**config.mk**
```make
export PLATFORM = sky130hd
export DESIGN_NAME = rns_fwd_conv
export DESIGN_NICKNAME = d
export VERILOG_FILES = /design/src/rtl/rns_fwd_pkg.sv /design/src/rtl/rns_slice_rom.sv /design/src/rtl/rns_madd2.sv /design/src/rtl/rns_mod_tree.sv /design/src/rtl/rns_fwd_conv.sv
export SDC_FILE = /design/constraint.sdc
export NUM_CORES = 1
export LEC_CHECK = 0
export ABC_AREA = 1
export BUFFER_PORTS_ARGS = -buffer_cell sky130_fd_sc_hd__buf_4
export CORE_MARGIN = 8
export CORE_UTILIZATION = 43
export CTS_BUF_LIST = sky130_fd_sc_hd__clkbuf_2 sky130_fd_sc_hd__clkbuf_4 sky130_fd_sc_hd__clkbuf_8
export CTS_CLUSTER_SIZE = 25
export DETAILED_ROUTE_END_ITERATION = 16
export PLACE_DENSITY_LB_ADDON = 0.1
export SLEW_MARGIN = 20
export SYNTH_ARGS = -nofsm -noshare
export SYNTH_HDL_FRONTEND = slang
export SYNTH_SLANG_ARGS = --single-unit
```
**constraint.sdc**
```tcl
create_clock -name clk_i -period 4.16 [get_ports clk_i]
set_input_delay 0.416 -clock clk_i [delete_from_list [all_inputs] [get_ports clk_i]]
set_output_delay 0.416 -clock clk_i [all_outputs]
set_load 0.02 [all_outputs]
```
**src/rtl/rns_fwd_pkg.sv**
```systemverilog
package rns_fwd_pkg;

   // Greatest common divisor, used for the coprimality check at elaboration.
   function automatic int unsigned gcd_u(input int unsigned a, input int unsigned b);
      int unsigned x;
      int unsigned y;
      int unsigned t;
      x = a;
      y = b;
      while (y != 0) begin
         t = x % y;
         x = y;
         y = t;
      end
      return x;
   endfunction

   // Table entry: (val * 2^shift) mod m, with the weight built by repeated
   // doubling so nothing grows beyond the modulus.
   function automatic int unsigned rom_entry(input int unsigned val,
                                             input int unsigned shift,
                                             input int unsigned m);
      int unsigned w;
      w = 1 % m;
      for (int unsigned s = 0; s < shift; s++) begin
         w = (w * 2) % m;
      end
      return ((val % m) * w) % m;
   endfunction

endpackage

```
**src/rtl/rns_slice_rom.sv**
```systemverilog
module rns_slice_rom #(
   parameter int unsigned SLICE_W = 4,
   parameter int unsigned RES_W   = 4,
   parameter int unsigned MODULUS = 7,
   parameter int unsigned SHIFT   = 0
) (
   input  logic [SLICE_W-1:0] addr_i,
   output logic [RES_W-1:0]   val_o
);
   localparam int unsigned DEPTH = 1 << SLICE_W;

   logic [RES_W-1:0] tbl [DEPTH];

   for (genvar e = 0; e < DEPTH; e++) begin : g_entry
      assign tbl[e] = RES_W'(rns_fwd_pkg::rom_entry(e, SHIFT, MODULUS));
   end

   assign val_o = tbl[addr_i];
endmodule

```
**src/rtl/rns_madd2.sv**
```systemverilog
module rns_madd2 #(
   parameter int unsigned RES_W   = 4,
   parameter int unsigned MODULUS = 7
) (
   input  logic [RES_W-1:0] a_i,
   input  logic [RES_W-1:0] b_i,
   output logic [RES_W-1:0] y_i
);
   localparam logic [RES_W:0] MOD_V = (RES_W+1)'(MODULUS);

   logic [RES_W:0] sum;
   logic [RES_W:0] dif;

   assign sum = {1'b0, a_i} + {1'b0, b_i};
   assign dif = sum - MOD_V;
   assign y_i = (sum >= MOD_V) ? dif[RES_W-1:0] : sum[RES_W-1:0];
endmodule

```
**src/rtl/rns_mod_tree.sv**
```systemverilog
module rns_mod_tree #(
   parameter int unsigned NUM_OPS = 3,
   parameter int unsigned RES_W   = 4,
   parameter int unsigned MODULUS = 7
) (
   input  logic [NUM_OPS*RES_W-1:0] ops_i,
   output logic [RES_W-1:0]         sum_o
);
   localparam int unsigned LVLS   = (NUM_OPS > 1) ? $clog2(NUM_OPS) : 0;
   localparam int unsigned LEAVES = 1 << LVLS;

   // Heap-ordered nodes: leaves at LEAVES..2*LEAVES-1, root at 1.
   logic [RES_W-1:0] node [1:2*LEAVES-1];

   for (genvar l = 0; l < LEAVES; l++) begin : g_leaf
      if (l < NUM_OPS) begin : g_op
         assign node[LEAVES+l] = ops_i[l*RES_W +: RES_W];
      end else begin : g_pad
         assign node[LEAVES+l] = '0;
      end
   end

   for (genvar n = 1; n < LEAVES; n++) begin : g_add
      rns_madd2 #(.RES_W(RES_W), .MODULUS(MODULUS)) add_i (
         .a_i(node[2*n]),
         .b_i(node[2*n+1]),
         .y_i(node[n])
      );
   end

   assign sum_o = node[1];
endmodule

```
**src/rtl/rns_fwd_conv.sv**
```systemverilog
module rns_fwd_conv #(
   parameter int unsigned IN_W    = 12,
   parameter int unsigned SLICE_W = 4,
   parameter int unsigned NUM_MOD = 3,
   parameter logic [NUM_MOD*8-1:0] MODULI = {8'd9, 8'd8, 8'd7},
   localparam int unsigned RES_W  = rns_fwd_conv_res_w(MODULI)
) (
   input  logic                     clk_i,
   input  logic                     rst_ni,
   input  logic                     start_i,
   input  logic [IN_W-1:0]          data_i,
   output logic [NUM_MOD*RES_W-1:0] res_o,
   output logic                     valid_o
);
   function automatic int unsigned rns_fwd_conv_res_w(input logic [NUM_MOD*8-1:0] mv);
      int unsigned mx;
      mx = 2;
      for (int i = 0; i < NUM_MOD; i++) begin
         if (int'(mv[i*8 +: 8]) > mx) mx = int'(mv[i*8 +: 8]);
      end
      return $clog2(mx);
   endfunction

   localparam int unsigned NUM_SLICE = (IN_W + SLICE_W - 1) / SLICE_W;
   localparam int unsigned PAD_W     = NUM_SLICE * SLICE_W;

   // Elaboration checks on the parameter set.
   if (SLICE_W < 1 || SLICE_W > 10) begin : g_bad_slice
      $error("rns_fwd_conv: SLICE_W out of range 1..10");
   end
   if (IN_W < 1) begin : g_bad_inw
      $error("rns_fwd_conv: IN_W must be positive");
   end
   for (genvar a = 0; a < NUM_MOD; a++) begin : g_chk_a
      if (int'(MODULI[a*8 +: 8]) < 2) begin : g_bad_mod
         $error("rns_fwd_conv: modulus below 2");
      end
      for (genvar b = a + 1; b < NUM_MOD; b++) begin : g_chk_b
         if (rns_fwd_pkg::gcd_u(int'(MODULI[a*8 +: 8]), int'(MODULI[b*8 +: 8])) != 1) begin : g_bad_pair
            $error("rns_fwd_conv: moduli not pairwise coprime");
         end
      end
   end

   logic [PAD_W-1:0]         data_pad;
   logic [NUM_MOD*RES_W-1:0] res_d;
   logic [NUM_MOD*RES_W-1:0] res_q;
   logic                     valid_q;

   assign data_pad = PAD_W'(data_i);

   for (genvar i = 0; i < NUM_MOD; i++) begin : g_mod
      localparam int unsigned MOD_I = int'(MODULI[i*8 +: 8]);
      logic [NUM_SLICE*RES_W-1:0] part;

      for (genvar j = 0; j < NUM_SLICE; j++) begin : g_slice
         rns_slice_rom #(
            .SLICE_W(SLICE_W), .RES_W(RES_W), .MODULUS(MOD_I), .SHIFT(j*SLICE_W)
         ) rom_i (
            .addr_i(data_pad[j*SLICE_W +: SLICE_W]),
            .val_o (part[j*RES_W +: RES_W])
         );
      end

      rns_mod_tree #(
         .NUM_OPS(NUM_SLICE), .RES_W(RES_W), .MODULUS(MOD_I)
      ) tree_i (
         .ops_i(part),
         .sum_o(res_d[i*RES_W +: RES_W])
      );
   end

   always_ff @(posedge clk_i) begin
      if (!rst_ni) begin
         valid_q <= 1'b0;
         res_q   <= '0;
      end else begin
         valid_q <= start_i;
         if (start_i) res_q <= res_d;
      end
   end

   assign res_o   = res_q;
   assign valid_o = valid_q;
endmodule

```
After elaboration in Yosys (flattened, before gate mapping)
Memories as Yosys holds them, arrays and structs flattened. Cells that the tools add are included.

Word-level logic and storage cells: 68. Bits in latches: 0. RAM bits: 0. Bits in registers: 13. ROM bits: 576. Memories: 9. Input bits: 15. Output and inout bits: 13.

Memories: (no name shown) (words 16, bits a word 4, rd ports 1, clocked after memory_dff 0, write ports 0, line rns_slice_rom.sv:18) `assign val_o = tbl[addr_i];`; (no name shown) (words 16, bits a word 4, rd ports 1, clocked after memory_dff 0, write ports 0, line rns_slice_rom.sv:18); (no name shown) (words 16, bits a word 4, rd ports 1, clocked after memory_dff 0, write ports 0, line rns_slice_rom.sv:18); (no name shown) (words 16, bits a word 4, rd ports 1, clocked after memory_dff 0, write ports 0, line rns_slice_rom.sv:18); (no name shown) (words 16, bits a word 4, rd ports 1, clocked after memory_dff 0, write ports 0, line rns_slice_rom.sv:18); (no name shown) (words 16, bits a word 4, rd ports 1, clocked after memory_dff 0, write ports 0, line rns_slice_rom.sv:18); 3 more memories.

$lt $le $gt $ge: 12. Reduce and logical (&&, ||, !) cells: 0. Mux-type cells: 27. Bitwise gates (word level): 3. Multiply operators: 0. Div/mod/pow operators: 0. Equal/unequal tests: 0. Shift-type cells: 0. Add/sub/neg operators: 15.

Operators with widths (count): 2-to-1 mux 4 bit (27); adder 4 x 4 -> 5 bit (6); subtractor 4 bit, second input constant (6); >= comparator 5 x 4 -> 1 bit, second input constant (4); >= comparator 5 bit, second input constant (3); inverter 4 -> 5 bit (3); subtractor 4 x 3 -> 4 bit, second input constant (3); >= comparator 5 x 3 -> 1 bit, second input constant (2); >= comparator 4 bit, second input constant (2); >= comparator 4 x 3 -> 1 bit, second input constant (1).

Logic depth before layout (Yosys ltp)
Gate-level depths: netlist (run 1).

Depth after elaboration: 10. Depth in mapped cells: 32. Gate-level depth less buffers: 32.

By module
Synthesis (run 1) repeated with hierarchy kept, for this count alone.

Cells, all modules: 616. Area total of the unflattened synthesis: 3871.2 um^2.

Modules (own cells, without submodules): rns_madd2 (g_mod[2].tree_i.g_add[1].add_i ...) (seq. area each 0.0 um^2, cells each 48, area an instance 336.6 um^2, instances 3); rns_madd2 (g_mod[0].tree_i.g_add[1].add_i ...) (seq. area each 0.0 um^2, cells each 46, area an instance 284.0 um^2, instances 3); rns_fwd_conv (seq. area each 260.2 um^2, cells each 79, area an instance 538.0 um^2, instances 1); rns_madd2 (g_mod[1].tree_i.g_add[1].add_i ...) (seq. area each 0.0 um^2, cells each 18, area an instance 133.9 um^2, instances 3); rns_slice_rom (g_mod[0].g_slice[1].rom_i ...) (seq. area each 0.0 um^2, cells each 33, area an instance 166.4 um^2, instances 2); rns_slice_rom (g_mod[2].g_slice[1].rom_i) (seq. area each 0.0 um^2, cells each 34, area an instance 177.7 um^2, instances 1); rns_slice_rom (g_mod[2].g_slice[2].rom_i) (seq. area each 0.0 um^2, cells each 30, area an instance 173.9 um^2, instances 1); rns_slice_rom (g_mod[0].g_slice[0].rom_i) (seq. area each 0.0 um^2, cells each 30, area an instance 147.6 um^2, instances 1); rns_slice_rom (g_mod[2].g_slice[0].rom_i) (seq. area each 0.0 um^2, cells each 23, area an instance 125.1 um^2, instances 1); rns_slice_rom (g_mod[1].g_slice[0].rom_i ...) (seq. area each 0.0 um^2, cells each 5, area an instance 33.8 um^2, instances 3); rns_mod_tree (seq. area each 0.0 um^2, cells each 1, area an instance 3.8 um^2, instances 3).

Worst setup path before layout (run 1)
OpenSTA, ideal clock, no wires.

Kind: input port to flip-flop. Start point: in data_i[0]. End point: reg res_q[0] (netlist: res_o[0]). Arrival: 3.920 ns. Cell stages on the path: 26. Library setup time: 0.109 ns. Required time: 4.051 ns. Path slack: 0.131 ns. Path through: inv_1 ha_1 nand2_1 o21ai_0 nand2_1 o21ai_0 inv_1 ha_1 fa_1 ha_1 inv_1 o21ai_0 or2_2 xor2_1 ha_1 fa_1 inv_1 nand2_1 nand2_1 nor2_1 nor2_1 nand3_1 nand2_1 nand3_1 nand2_1 inv_1.

Cells in the longest elaborated chain, start to end: 10.

RTL lines: start, declared (line rns_fwd_conv.sv:11) `input logic [IN_W-1:0] data_i,`; inverter 4 -> 5 bit (not written as such) (*) (line rns_slice_rom.sv:18); memory (16 x 4 bit) (*); 2-to-1 mux 4 bit (not written as such) (*) (2 in series) (line rns_slice_rom.sv:18); adder 4 x 4 -> 5 bit (*) (line rns_madd2.sv:14) `assign sum = {1'b0, a_i} + {1'b0, b_i};`; subtractor 4 x 3 -> 4 bit or >= comparator 5 x 3 -> 1 bit (tied branches) (line rns_madd2.sv:15, rns_madd2.sv:16); 2-to-1 mux 4 bit (*) (line rns_madd2.sv:16) `assign y_i = (sum >= MOD_V) ? dif[RES_W-1:0] : sum[RES_W-1:0];`; adder 4 x 4 -> 5 bit (*) (line rns_madd2.sv:14); subtractor 4 x 3 -> 4 bit or >= comparator 5 x 3 -> 1 bit (tied branches) (line rns_madd2.sv:15, rns_madd2.sv:16); 2-to-1 mux 4 bit (*) (line rns_madd2.sv:16); end signal, assigned (line rns_fwd_conv.sv:79) `if (start_i) res_q <= res_d;`; end, declared (line rns_fwd_conv.sv:47) `logic [NUM_MOD*RES_W-1:0] res_q;`.

Mark *: on every way between the ends. The rest lies on a longest branch, timed or not. The select of a mux whose other input is x is not followed. A chain may end at the register's enable or synchronous reset.

Final worst setup path (run 1)
Start point: in data_i[1]. End point: reg res_q[0] (netlist: res_o[0]).

The elaborated chain is that of the path after synthesis.

==> results of run 1 <==
[routing by layer]
layer  track usage, %  part of all wire, %  vias to the layer above
met1             17.6                   48                     1033
met3             1.31                  1.5                        2
met4             1.88                 0.50                        0
li1                 -                    -                     1253
met5                0                    0                        -
met2             23.6                   49                       19
[state kept, by name, summed over array words and instances, names as in the netlist]
| register | cells |
|---|---|
| res_o | 11 |
| valid_o | 1 |
[through the flow]
stage          area [sq um]  hold slack [ps]  util [%]
2_1_floorplan          2220              528         -
3_3_place_gp           2680              442      53.2
3_5_place_dp           2680              448      53.2
4_1_cts                2720              445      54.0
5_1_grt                2850              466      56.6
6_report               2850              453      56.6
[cells in the mapped netlist]
cell type  number
nand3b_1        1
o211ai_1        1
nand4_1         2
nand2_1        91
or2_2           2
buf_4           1
nand3_2         1
and2_1          1
o22ai_2         1
o21bai_1        1
clkbuf_2        1
clkinv_4        1
inv_2           2
o21ai_0        28
ha_1           43
a32oi_1         1
a21oi_1        21
xnor2_1         4
xor2_1          2
dfxtp_1        12
nor2_4          1
o21ai_2         1
nor2_2          1
a31oi_1         2
a21boi_0        1
nand2_2         6
conb_1          1
o21ai_1         1
inv_1          62
nor2_1         30
clkbuf_1        3
nand3_1        28
inv_4           1
o22ai_1         2
fa_1            4
[kinds of logic (layout without fill, tap and decap cells)]
family	after synthesis	after routing	synth area share (%)
XOR/XNOR	6	6	2.37
other	1	1	0.169
buffers and inverters	71	124	12.6
adder cells (fa/ha/maj)	47	47	27.8
AO/OA/AOI/OAI	60	60	14.8
flip-flops	12	12	10.8
AND/OR/NAND/NOR	164	164	31.5
[critical path, cell delays in order]
cell and delay (ps):
buf_4 80, inv_1 70, ha_1 300, nand2_1 70
o21ai_0 70, nand2_1 60, o21ai_0 80, inv_1 60
ha_1 220, fa_1 460, ha_1 230, inv_1 70
o21ai_0 90, or2_2 310, xor2_1 150, ha_2 210
fa_2 460, nand2_1 120, nor2_4 60, nor2_4 140
nand3_2 110, nand2_1 80, nand3_1 60, nand2_1 60
inv_1 30
[final cells by class]
class / instances / area (sq um) / share of cell area, %
Sequential cell: 12 / 240 / 8.42
Clock buffer: 3 / 41.3 / 1.45
Tap cell: 70 / 87.6 / 3.07
Timing Repair Buffer: 55 / 417 / 14.6
Inverter: 66 / 255 / 8.95
Multi-Input combinational cell: 278 / 1810 / 63.5
[power breakdown]
group	switching, uW	internal (uW)
Combinational	608	463
Clock	38.4	63.5
Sequential	14.9	148
Total	661	674
[timing repair]
action                                  in CTS  in global routing
resized for setup                            0                 44
setup buffers                                0                  2
hold buffers                                 0                  0
endpoints found under the setup margin       0                  8
[worst paths after layout]
path / start / endpoint / slack, ps / depth (start not counted)
worst max-delay path: data_i[1] / res_o[0] / 230 / 25
worst max register to register: res_o[11] / res_o[11] / 3530 / 2
worst min-delay path: start_i / res_o[11] / 450 / 2
worst min register to register: res_o[5] / res_o[5] / 460 / 2
==> metrics.yaml, run 1 <==
postSynthAreaPerCell_sq_um: 6.15
viasPerCell: 4.77
critPathLaunchType: "input port"
core_sq_um: 5040
fin_crit_ps: 3930
grt_start_max_net_pins: 11
p_leak_uw: 0.00158
setup_viol: 0
yosysTopAreaCellShare_pct: 24.2
worstMarginPinSlew_ps: 550
io_pins: 28
worstPathRequired_ps: 4290
ant_nets: 0
antenna_found_initial: 0
total_power_uw: 1340
layout_commonest_cell: "nand2_1"
netlist_instances: 361
synth_nets: 423
synthesis.area_sq_um: 2220
place_ws_ps: -186
skew_ps: 0
die_x_um: 87.8
final_layout_size_suffix_gt1_share_pct: 26.1
fmax_mhz: 254
syn2layout_area_growth_pct: 28.5
cts_buffer_depth: 2
cts_sinks: 12
rows: 26
routedWlPerCell_um: 10.4
yosysWarnings: 0
outcome: "complete, no violations"
grtUsageTotal_pct: 13.5
fin_crit_sh_pct: 94.5
synth_seq_cells: 12
grt_pass1_wl_um: 8840
seq_area_frac_synth_pct: 10.8
fin_nets: 478
num-fill-cells: 527
drc: 0
drv_cap: 0
powerDensity_nw_per_um2: 468
ys_top_cells_by_area: "ha_1 24%, nand2_1 15%, dfxtp_1 11%"
most-common-layout-cells: "85 x nand2_1, 54 x inv_1, 54 x buf_4"
vdd_drop_max_mv: 0.253
ys_types: 35
crit_fanout: 4
die_h_um: 87.8
gp_congestion: 0.825
grt_pass1_vias: 2108
finalWorstSetupSlack_ps: 230
relSlewSlack_pct: 63.4
wirelength_um: 5020
arrival_ps: 4060
root_buffer: "clkbuf_8"
critPathCaptureType: "flip-flop"
drt_pass1_iterations: 4
stdcell_count: 484
start_util_pct: 44.0
hold_path_class: "in2reg"
dpl.cell_count: 479
via_count: 2307
drt_iter0_markers: 47
finalSetupTns_ps: 0
hold_viol: 0
cts.clk_slew.worst_paths_ps: 50
dp_hpwl_um: 4210
critPathKind: "in2reg"
cts-htree-levels: 1
num_antenna_cells: 0
cts_tree: "done"
slew_violations: 0
clk_latency_ps: 230
io_buffers: 26
synth_top_area_cell: "ha_1"
grt_overflow_total: 0
cts_buffers: 3
die_area_sq_um: 7720
Power figures use the tool's default switching activity.
==> run 2, diff against run 1 <==
Settings changed: SETUP_SLACK_MARGIN set to 0.4.
==> metrics.yaml, run 2 (synthesis gave the netlist of run 1 again) <==
outcome: "complete, no violations"
grt_pass1_wl_um: 8800
die_x_um: 87.8
fmax_mhz: 267
hold_viol: 0
io_buffers: 26
critPathKind: "in2reg"
grt_overflow_total: 0
critPathMaxStageDelay_ps: 510
rsz0062_at_grt: "yes"
cts_buffer_depth: 2
wirelength_um: 5170
drt_iter0_markers: 64
skew_ps: 0
vdd_drop_max_mv: 0.204
cts-htree-levels: 1
cts.clk_slew.worst_paths_ps: 50
grt_start_max_net_pins: 11
r2r_end: "res_o[11]"
cts_tree: "done"
drv_cap: 0
dp_hpwl_um: 4270
setup_viol: 0
rrSetupSlack_ps: 3520
cts_sinks: 12
syn2layout_area_growth_pct: 33.8
layout_commonest_cell: "nand2_1"
drc: 0
antenna_found_initial: 0
slew_violations: 0
routedWlPerCell_um: 10.8
gp_congestion: 0.879
die_h_um: 87.8
slowest_stage: "fa_1"
die_area_sq_um: 7720
critPathLaunchType: "input port"
whs_endpoint: "res_o[11]"
rows: 26
min_delay_path_depth: 2
drt_pass1_iterations: 4
cts_buffers: 3
most-common-layout-cells: "81 x nand2_1, 49 x inv_1, 47 x buf_4"
critPathCaptureType: "flip-flop"
largest_reg_flops: 11
via_count: 2315
num_antenna_cells: 0
relSlewSlack_pct: 65.9
crit_fanout: 4
root_buffer: "clkbuf_8"
arrival_ps: 3880
fin_crit_ps: 3740
reg2regPathDepth: 2
min-delay-start: "start_i"
powerDensity_nw_per_um2: 483
viasPerCell: 4.82
grt_pass1_vias: 2136
clk_latency_ps: 240
grtUsageTotal_pct: 13.7
ant_nets: 0
start_util_pct: 44.0
hold_path_class: "in2reg"
core_sq_um: 5040
fin_util_pct: 58.9
final_layout_size_suffix_gt1_share_pct: 31.0
p_leak_uw: 0.00157
final_cell_area_sq_um: 2970
fin_crit_sh_pct: 90.0
crit_chain: "buf_12, clkinvlp_4, ha_4, nand2_2, o21ai_1, nand2_1, o21ai_1, inv_1, ha_2, fa_1, ha_2, inv_2, o21ai_2, or2_4, xor2_2, ha_2, fa_2, ha_4, nand2_2, nand3_2, nand2_1, nand3_1, nand2_1, inv_1"
io_pins: 28
worstMarginPinSlew_ps: 512
finalSetupTns_ps: 0
timing.rr.start: "res_o[11]"
fin_nets: 473
worstPathRequired_ps: 4300
postPlaceCellArea_sq_um: 2680
## run 2: metrics by stage
step           cells  power, uW  hold WS (ps)  setup WS (ps)
2_1_floorplan    361        865           528            357
3_3_place_gp     466       1100           443           27.7
3_5_place_dp     466       1120           446           19.3
4_1_cts          474       1280           431            367
5_1_grt          480       1590           441            176
6_report         480       1430           433            417
## run 2: worst max-delay path by stage
stage          cells past startpoint  slack, ps        to      start
2_1_floorplan                     24        360  res_o[0]  data_i[0]
3_3_place_gp                      25         30  res_o[0]  data_i[0]
3_5_place_dp                      25         20  res_o[0]  data_i[0]
4_1_cts                           24        370  res_o[0]  data_i[0]
5_1_grt                           25        180  res_o[0]  data_i[0]
6_report                          24        420  res_o[0]  data_i[0]
## run 2: worst max-delay path, delay by kind of cell
kind | cells | cell delay [ps]
AND/OR/NAND/NOR | 8 | 690
adder cells (fa/ha/maj) | 7 | 2060
AO/OA/AOI/OAI | 3 | 280
XOR/XNOR | 1 | 140
buffers and inverters | 5 | 310
## run 2: area by class of cell
| cell class | instances | area, sq um |
|---|---|---|
| well taps | 70 | 87.6 |
| inverters | 66 | 272 |
| clock buffers | 4 | 55.1 |
| repair buffers | 50 | 403 |
| fillers | 495 | 2070 |
| multi-input cells | 278 | 1910 |
| flip-flops and latches | 12 | 240 |
## run 2: routing by layer
layer  GRT usage, %  share of wire [%]  routed length, um
met2           24.8                 50               2560
met4           2.34               0.89                 46
met5              0                  0                  0
met1           16.8                 47               2450
met3           1.59                2.1                110
## run 2: report_power, final
part	switching, uW	internal [uW]
registers	15.3	148
clock network	42.6	83.6
logic	645	500
## run 2: timing repair
action / CTS / global route
setup endpoints to repair: 8 / 8
hold buffers: 0 / 0
pin swaps: 8 / 24
gates resized for setup: 5 / 44
buffers inserted: 4 / 6
